### src/rtl/sense_pkg.sv
package sense_pkg;
  typedef enum logic {
    SENSE_IDLE = 1'b0,
    SENSE_RUN  = 1'b1
  } sense_st_e;
endpackage

### src/rtl/trig_detect.sv
module trig_detect #(
  parameter int ADDR_W = 6
) (
  input  logic              clk,
  input  logic              rst,
  input  logic              en_n,
  input  logic              we_n,
  input  logic [ADDR_W-1:0] addr,
  output logic              trig
);
  logic              prev_en_n;
  logic [ADDR_W-1:0] prev_addr;

  always_ff @(posedge clk) begin
    if (rst) begin
      prev_en_n <= 1'b1;
      prev_addr <= '0;
    end else begin
      prev_en_n <= en_n;
      prev_addr <= addr;
    end
  end

  // enable edge and address edge requests are ORed into one trigger
  assign trig = !en_n && we_n && (prev_en_n || (addr != prev_addr));
endmodule

### src/rtl/sense_ctrl.sv
module sense_ctrl
  import sense_pkg::*;
#(
  parameter int ADDR_W    = 6,
  parameter int SENSE_CYC = 3,
  parameter int MERGE_CYC = 1
) (
  input  logic              clk,
  input  logic              rst,
  input  logic              trig,
  input  logic [ADDR_W-1:0] addr,
  output logic              load,
  output logic              bad,
  output logic [ADDR_W-1:0] s_addr
);
  localparam int AGW = $clog2(SENSE_CYC + 1);
  localparam logic [AGW-1:0] LAST_AGE  = AGW'(SENSE_CYC - 1);
  localparam logic [AGW-1:0] MERGE_AGE = AGW'(MERGE_CYC);

  sense_st_e      st;
  logic [AGW-1:0] age;
  logic           late;

  assign late = (st == SENSE_RUN) && trig && (age >= MERGE_AGE);
  assign load = (st == SENSE_RUN) && (age == LAST_AGE) && !late;

  always_ff @(posedge clk) begin
    if (rst) begin
      st     <= SENSE_IDLE;
      age    <= '0;
      s_addr <= '0;
      bad    <= 1'b0;
    end else if (st == SENSE_IDLE) begin
      if (trig) begin
        st     <= SENSE_RUN;
        age    <= '0;
        s_addr <= addr;
        bad    <= 1'b0;
      end
    end else if (late) begin
      age    <= '0;
      s_addr <= addr;
      bad    <= 1'b1;
    end else begin
      if (trig) s_addr <= addr;
      if (age == LAST_AGE) st <= SENSE_IDLE;
      else age <= age + 1'b1;
    end
  end

  AST_AGE_BOUND: assert property (@(posedge clk) disable iff (rst)
    (st == SENSE_RUN) |-> (age < AGW'(SENSE_CYC)));
  AST_NO_IDLE_START: assert property (@(posedge clk) disable iff (rst)
    (st == SENSE_IDLE && !trig) |=> (st == SENSE_IDLE));
  AST_LOAD_IN_RUN: assert property (@(posedge clk) disable iff (rst)
    load |=> (st == SENSE_IDLE));
endmodule

### src/rtl/word_array.sv
module word_array #(
  parameter int DATA_W = 39,
  parameter int ADDR_W = 6
) (
  input  logic              clk,
  input  logic              rst,
  input  logic              wr,
  input  logic [ADDR_W-1:0] waddr,
  input  logic [DATA_W-1:0] wdata,
  input  logic              rd,
  input  logic [ADDR_W-1:0] raddr,
  output logic [DATA_W-1:0] q
);
  localparam int DEPTH = 1 << ADDR_W;

  logic [DATA_W-1:0] mem [DEPTH];

  always_ff @(posedge clk) begin
    if (wr) mem[waddr] <= wdata;
  end

  always_ff @(posedge clk) begin
    if (rst) q <= '0;
    else if (rd) q <= mem[raddr];
  end
endmodule

### src/rtl/trig_sense_sram.sv
module trig_sense_sram #(
  parameter int DATA_W    = 39,
  parameter int ADDR_W    = 6,
  parameter int SENSE_CYC = 3,
  parameter int MERGE_CYC = 1
) (
  input  logic              clk,
  input  logic              rst,
  input  logic              en_n,
  input  logic              we_n,
  input  logic              oe_n,
  input  logic [ADDR_W-1:0] addr,
  input  logic [DATA_W-1:0] wdata,
  output logic [DATA_W-1:0] dq_out,
  output logic              dq_oe,
  output logic              rd_err
);
  logic              trig;
  logic              load;
  logic              bad;
  logic [ADDR_W-1:0] s_addr;
  logic [DATA_W-1:0] q;

  trig_detect #(.ADDR_W(ADDR_W)) u_trig (
    .clk(clk), .rst(rst), .en_n(en_n), .we_n(we_n), .addr(addr), .trig(trig)
  );

  sense_ctrl #(.ADDR_W(ADDR_W), .SENSE_CYC(SENSE_CYC), .MERGE_CYC(MERGE_CYC)) u_ctrl (
    .clk(clk), .rst(rst), .trig(trig), .addr(addr),
    .load(load), .bad(bad), .s_addr(s_addr)
  );

  word_array #(.DATA_W(DATA_W), .ADDR_W(ADDR_W)) u_array (
    .clk(clk), .rst(rst),
    .wr(!en_n && !we_n), .waddr(addr), .wdata(wdata),
    .rd(load && !bad), .raddr(s_addr), .q(q)
  );

  always_ff @(posedge clk) begin
    if (rst) begin
      dq_oe  <= 1'b0;
      rd_err <= 1'b0;
    end else begin
      dq_oe <= !en_n && we_n && !oe_n;
      if (load) rd_err <= bad;
    end
  end

  assign dq_out = rd_err ? '1 : q;

  AST_STANDBY_OFF: assert property (@(posedge clk) disable iff (rst)
    (en_n || !we_n) |=> !dq_oe);
  AST_ERR_ON_LOAD: assert property (@(posedge clk) disable iff (rst)
    !$stable(rd_err) |-> $past(load));
  AST_HOLD_OUT: assert property (@(posedge clk) disable iff (rst)
    !load |=> $stable(dq_out));
endmodule

### config.mk
export PLATFORM = sky130hd
export DESIGN_NAME = trig_sense_sram
export DESIGN_NICKNAME = d
export VERILOG_FILES = /design/src/rtl/sense_pkg.sv /design/src/rtl/trig_detect.sv /design/src/rtl/sense_ctrl.sv /design/src/rtl/word_array.sv /design/src/rtl/trig_sense_sram.sv
export SDC_FILE = /design/constraint.sdc
export NUM_CORES = 2
export LEC_CHECK = 0
export BUFFER_PORTS_ARGS = -buffer_cell sky130_fd_sc_hd__buf_2
export CORE_UTILIZATION = 45
export DETAILED_ROUTE_END_ITERATION = 6
export SLEW_MARGIN = 0
export SYNTH_ARGS = -nofsm -noshare
export SYNTH_HDL_FRONTEND = slang
export SYNTH_HIERARCHICAL = 1
export SYNTH_SLANG_ARGS = --single-unit
### constraint.sdc
create_clock -name clk -period 4.1 [get_ports clk]
set_input_delay 0.41 -clock clk [delete_from_list [all_inputs] [get_ports clk]]
set_output_delay 0.41 -clock clk [all_outputs]
set_load 0.05 [all_outputs]
After elaboration in Yosys (flattened, before gate mapping). Memories as Yosys holds them, arrays and structs flattened. A register that Yosys moved wholly into a read port is not among the register bits. Cells that the tools add are included.

Input bits: 50. Bits in writable memories: 2496. Memories kept: 1. Bits in read-only memories: 0. Flip-flop bits (word level): 19. Word-level logic and storage cells: 50. Bits in latches: 0.

Memories: u_array.mem (words 64, bits a word 39, read ports 1, clocked after memory_dff 1, wr ports 1, line word_array.sv:16) `logic [DATA_W-1:0] mem [DEPTH];`.

Reductions and logical operators: 18. Add/subtract/negate cells: 1. $lt $le $gt $ge: 1. Equality and inequality tests: 4. $mul: 0. Shift operators: 0. Muxes and demuxes: 17. Divide/modulo/power cells: 0. Bitwise gates (word level): 0.

Operators with widths (number): $mux W39 (1); $mux W6 (3); $logic_and A1 B1 Y1 (9); $mux W1 (9); $mux W2 (4); $ne A6 B6 Y1 (1); $logic_not A1 Y1 (5); $reduce_and A2 Y1 (2); $ne A3 B3 Y1 const B (1); $add A2 B1 Y2 const B (1); $eq A2 B2 Y1 const B (1); $ge A2 B1 Y1 const B (1); $ne A2 B2 Y1 const B (1); $reduce_bool A2 Y1 (1); $logic_or A1 B1 Y1 (1).

Depth between registers and ports, before layout.
Depth after elaboration: 8. Depth in mapped cells: 11. Gate-level depth less buffers: 11.

Hierarchy. Netlist, hierarchy kept.

Modules (own cells, without submodules): word_array (seq. area each 75732.6 sq um, cells each 4511, area an instance 96998.0 sq um, times used 1); sense_ctrl (seq. area each 200.2 sq um, cells each 44, area an instance 437.9 sq um, times used 1); trig_sense_sram (seq. area each 40.0 sq um, cells each 50, area an instance 349.1 sq um, times used 1); trig_detect (seq. area each 140.1 sq um, cells each 23, area an instance 257.7 sq um, times used 1).

Worst setup path before layout. OpenSTA, ideal clock, no wires.

Path type: input to register. From: in addr[3]. To: mem u_array.mem[48][0], enable pin. Buffers on the path: 1. Slack: 0.011 ns. Data required time: 3.616 ns. Cell stages on the path: 4. Arrival time: 3.606 ns. Cell sequence: clkbuf_1 -> nor2b_1 -> nand4b_1 -> nor3_1.

RTL lines: start: declaration (line trig_sense_sram.sv:12) `input logic [ADDR_W-1:0] addr,`; end: declaration (line word_array.sv:16).

Straight into the memory's write port.

Final worst setup path.
From: in addr[0]. To: reg u_array.q[8] (read register of u_array.mem).

Cells in the longest elaborated chain, start to end: 8.

RTL lines: $ne A6 B6 Y1 (line trig_detect.sv:25) `assign trig = !en_n && we_n && (prev_en_n || (addr != prev_addr));`; $logic_or A1 B1 Y1 (line trig_detect.sv:25); $logic_and A1 B1 Y1 (line trig_detect.sv:25); named net trig (line trig_sense_sram.sv:18) `logic trig;`; $logic_and A1 B1 Y1 (2 in a row) (line sense_ctrl.sv:24) `assign late = (st == SENSE_RUN) && trig && (age >= MERGE_AGE);`; $logic_not A1 Y1 (line sense_ctrl.sv:25) `assign load = (st == SENSE_RUN) && (age == LAST_AGE) && !late;`; $logic_and A1 B1 Y1 (line sense_ctrl.sv:25); named net load (line trig_sense_sram.sv:19) `logic load;`; $logic_and A1 B1 Y1 (line trig_sense_sram.sv:36) `.rd(load && !bad), .raddr(s_addr), .q(q)`; end: declaration (line word_array.sv:12) `output logic [DATA_W-1:0] q`.

The timed path passes the listed nets, and every way through them passes these cells. A chain may end at the register's enable or synchronous reset.

==> impl.org <==
** CTS
- Number of buffers inserted to repair setup after CTS :: 0
- TritonCTS clock tree :: built
- Once the clock tree was built, the resizer swapped 0 gates to a different size.
- Inserted Clock Buffers :: 281
- The cell sitting at the root of the clock tree is a sky130_fd_sc_hd__clkbuf_16.
- H-tree depth reported by CTS :: 5
- The later pin in the worst-skew pair is clocked with a latency of 910 ps.
- Clock slew seen by the registers of the worst setup and hold paths :: 60 ps
- The clock passes through at most 4 buffers.
- Clock Sinks :: 2554

** Critical path
- Cell breakdown of the critical path :: dlygate4sd3_1, buf_2, xor2_1, nor4_1, a41oi_1, nand2b_1, and3_1, nor2b_1, or3b_2, buf_4, a311oi_1, a221o_1
- Grouping stages by cell kind, the critical path spends the most delay in simple AND/OR/NAND/NOR gates.
- Reg-to-reg startpoint :: u_trig/prev_addr[3]
- The worst setup path is launched from an input port.
- The most critical setup path has its startpoint at addr[0].
- Slowest cell on the critical path :: sky130_fd_sc_hd__nor2b_1
- At the worst endpoint, the arrival time is 4220 ps.
- The worst setup path is of the in -> reg kind.
- Worst Setup End Kind :: register
- Largest driver fanout on the critical path :: 22
- Worst path bufs/invs :: 3
- Worst endpoint required time :: 4940 ps
- For this run, the slowest stage of the critical path takes 630 ps.

** Floorplanning
- Starting utilization of the core area :: 0.455
- The initialized floorplan defines 170 standard-cell rows.
- The die covers 220000 sq um.
- The floorplan step set the die height to 469 um.
- In this run the count of I/O pins placed on the die edge is 91.
- Die width :: 469 um
- The floorplan step defined a core boundary enclosing 215000 sq um.

** STA
- Timing would allow up to 296 MHz.
- Slew of the pin with the lowest slew margin :: 1370 ps
- The clock arrives with 54.7 ps of skew.
- Headroom to the max-slew limit came out at 0.0847.
- Final critical-path required period :: 3380 ps
- The max-slew violation total from the final report is 0.
- Final clock period utilization by the worst path :: 0.825
- Hold violation total from the final report :: 0
- Final setup violation count :: 0
- Accumulated negative setup slack :: 0 ps
- Setup repair after global routing left no endpoint under its margin.

** GRT
- Remaining global-route overflow :: 0
- The first global-routing pass estimated 397 mm of wire.
- Global-route total usage across every layer :: 0.262
- The number of antenna violations at the first check in global routing is 16.
- Maximum number of pins on one net before global-route repair :: 83
- The number of global-route vias before repair came to 50200.

** Yosys
- sky130_fd_sc_hd__edfxtp_1 takes more of the synthesized area than any other cell.
- Cell count after synthesis :: 4628
- The synthesized design contains 2554 register bits.
- Number of synthesized flops with an enable pin :: 2496
- Top cells by area in the synthesized netlist :: sky130_fd_sc_hd__edfxtp_1 (76%), sky130_fd_sc_hd__mux4_2 (11%), sky130_fd_sc_hd__mux2i_1 (3.5%)
- Net count of the mapped netlist :: 4680
- Mean cell area of the mapped netlist :: 21.2 sq um
- Sequential-to-total area share from yosys stat :: 0.776
- Synthesized cell area :: 98000 sq um
- In the synthesized netlist the async set-or-reset flop fraction comes to 0.
- Fraction of synthesized cell area taken by the top area cell type :: 0.764
- Yosys cell types :: 60
- Warnings, synthesis :: 6
- The most used flip-flop cell after synthesis is sky130_fd_sc_hd__edfxtp_1.

** Pwr
- Leakage Power :: 34.4 nW
- The worst-case IR drop observed on VDD is 0.471 mV.
- Total power consumption of the routed design :: 55.2 mW
- Dividing total power by cell area gives a power density of 491 nW/um^2.

** Place
- In this run the cell area measured after placement is 104000 sq um.
- Count of placed standard cells including taps :: 7531
- Routability-driven placement finished with a final weighted congestion of 0.838.
- Half-perimeter wire length of the detailed placement result :: 161 mm
- Port buffering added 90 buffers.

** Final layout
- Of the cells placed in the final design, the portion with a size suffix greater than 1 is 0.263.
- Seq. cell area :: 76100 sq um
- Final #Nets :: 5042
- After routing the design area is 113000 sq um.
- Relative to the synthesized area, the layout overhead comes to 14.8%.
- Fill count :: 16800
- Final Instance Count excl. Fillers :: 8039
- The multi-input combinational cells in the finished layout cover a total of 21000 sq um.

** Detailed routing
- Routed WL per cell :: 35.7 um
- Wire length reported by the detailed router :: 287 mm
- Number of DRC violations after detailed routing :: 0
- Average vias per placed instance :: 6.37
- Total vias in the final route :: 51200
- In this run, the number of DRC markers left after iteration 0 of detailed routing was 6623.
- The first TritonRoute pass finished after 6 iterations.
- Antenna viol nets, final :: 0

** Run
- Max capacitance violation total :: 0

** Hold path
- The worst hold path belongs to the class in -> reg.
- The worst hold path begins at wdata[19].

** Status
- Run status :: completed
-- synthesized netlist by cell type, drive strengths merged (10+ instances only) --
master      n
nand3      19
or2        42
o22ai      83
nand2b     10
a31oi      23
o221ai     43
a221oi     64
edfxtp   2496
nand2     101
o21a       24
a22o       23
dfxtp      58
clkbuf    104
o21ai      97
mux2       59
o2111ai    23
and2       14
o211ai     23
a21oi      31
mux2i     344
a221o      11
buf       170
nor2      175
a311oi     11
nor2b      13
a2bb2oi    24
o221a      17
mux4      476
-- routing by layer --
| layer | global-route usage | routed length [um] |
|---|---|---|
| met1 | 0.368 | 114000 |
| met2 | 0.418 | 137000 |
| met3 | 0.0420 | 24500 |
| met4 | 0.0889 | 10500 |
| met5 | 0 | 20 |
-- cell families after synthesis --
group                    synth area share
AND/OR/NAND/NOR                    0.0182
adder cells (fa/ha/maj)          0.000255
multiplexers                        0.151
buffers and inverters              0.0155
XOR/XNOR                         0.000625
AO/OA/AOI/OAI                      0.0379
flip-flops                          0.776
-- sequential cells by signal (all words and copies together), names as in the netlist --
name              flops
u_ctrl/st             1
u_trig/prev_en_n      1
u_array/mem        2496
u_trig/prev_addr      6
dq_oe                 1
u_array/q            39
u_ctrl/bad            1
u_ctrl/age            2
rd_err                1
u_ctrl/s_addr         6
-- what timing repair did --
action / 4_1_cts / 5_1_grt
endpoints found under the setup margin: 0 / 0
endpoints found under the hold margin: 17 / 0
hold buffers: 14 / 0
-- through the flow --
step	utilization	setup WS (ps)	hold slack, ps
6_report	0.522	719	77.8
5_1_grt	0.522	612	87.5
4_1_cts	0.522	826	46.9
3_5_place_dp	0.481	499	456
3_3_place_gp	0.481	575	454
2_1_floorplan	-	10.6	434
-- final timing paths --
kind              cells after the start                  end  slack, ps
hold / removal                        1  u_array/mem[50][19]         80
setup reg to reg                     10         u_array/q[8]        730
hold reg to reg                       2        u_array/q[14]        470
setup / recovery                     12         u_array/q[8]        720
-- report_power, final --
| part | internal (mW) | switching (mW) |
|---|---|---|
| Clock | 14.1 | 9.89 |
| Sequential | 28.8 | 0.0769 |
| Combinational | 0.835 | 1.55 |
| Total | 43.7 | 11.5 |
-- placed cells by master, fill, tap and decap left out, types with 15 or more instances in the layout --
cell                        instances
sky130_fd_sc_hd__edfxtp_1        2496
sky130_fd_sc_hd__mux4_2           476
sky130_fd_sc_hd__mux2i_1          344
sky130_fd_sc_hd__clkbuf_16        291
sky130_fd_sc_hd__buf_4            189
sky130_fd_sc_hd__nor2_1           108
sky130_fd_sc_hd__nand2_1           99
sky130_fd_sc_hd__buf_2             90
sky130_fd_sc_hd__o21ai_0           90
sky130_fd_sc_hd__o22ai_1           83
sky130_fd_sc_hd__clkbuf_1          77
sky130_fd_sc_hd__nor2_4            65
sky130_fd_sc_hd__a221oi_1          64
sky130_fd_sc_hd__buf_12            60
sky130_fd_sc_hd__mux2_2            54
sky130_fd_sc_hd__dfxtp_1           52
sky130_fd_sc_hd__o221ai_1          43
sky130_fd_sc_hd__clkinv_1          42
sky130_fd_sc_hd__clkinv_2          34
sky130_fd_sc_hd__a21oi_1           31
sky130_fd_sc_hd__o21a_1            24
sky130_fd_sc_hd__a2bb2oi_1         24
sky130_fd_sc_hd__or2_2             23
sky130_fd_sc_hd__a31oi_1           23
sky130_fd_sc_hd__a22o_1            23
sky130_fd_sc_hd__o2111ai_1         23
sky130_fd_sc_hd__o211ai_1          23
sky130_fd_sc_hd__or2_1             19
sky130_fd_sc_hd__nand3_1           19
sky130_fd_sc_hd__o221a_2           17
sky130_fd_sc_hd__bufinv_16         15
-- cell type report --
| type | count | share of cell area |
|---|---|---|
| diodes | 11 | 0.000245 |
| clock buffers | 378 | 0.0685 |
| clock inverters | 105 | 0.00797 |
| inverters | 7 | 0.000278 |
| multi-input cells | 1793 | 0.186 |
| flip-flops and latches | 2554 | 0.677 |
| well taps | 2838 | 0.0316 |
| repair buffers | 353 | 0.0285 |
No activity file was read; power rests on OpenSTA's default activity.
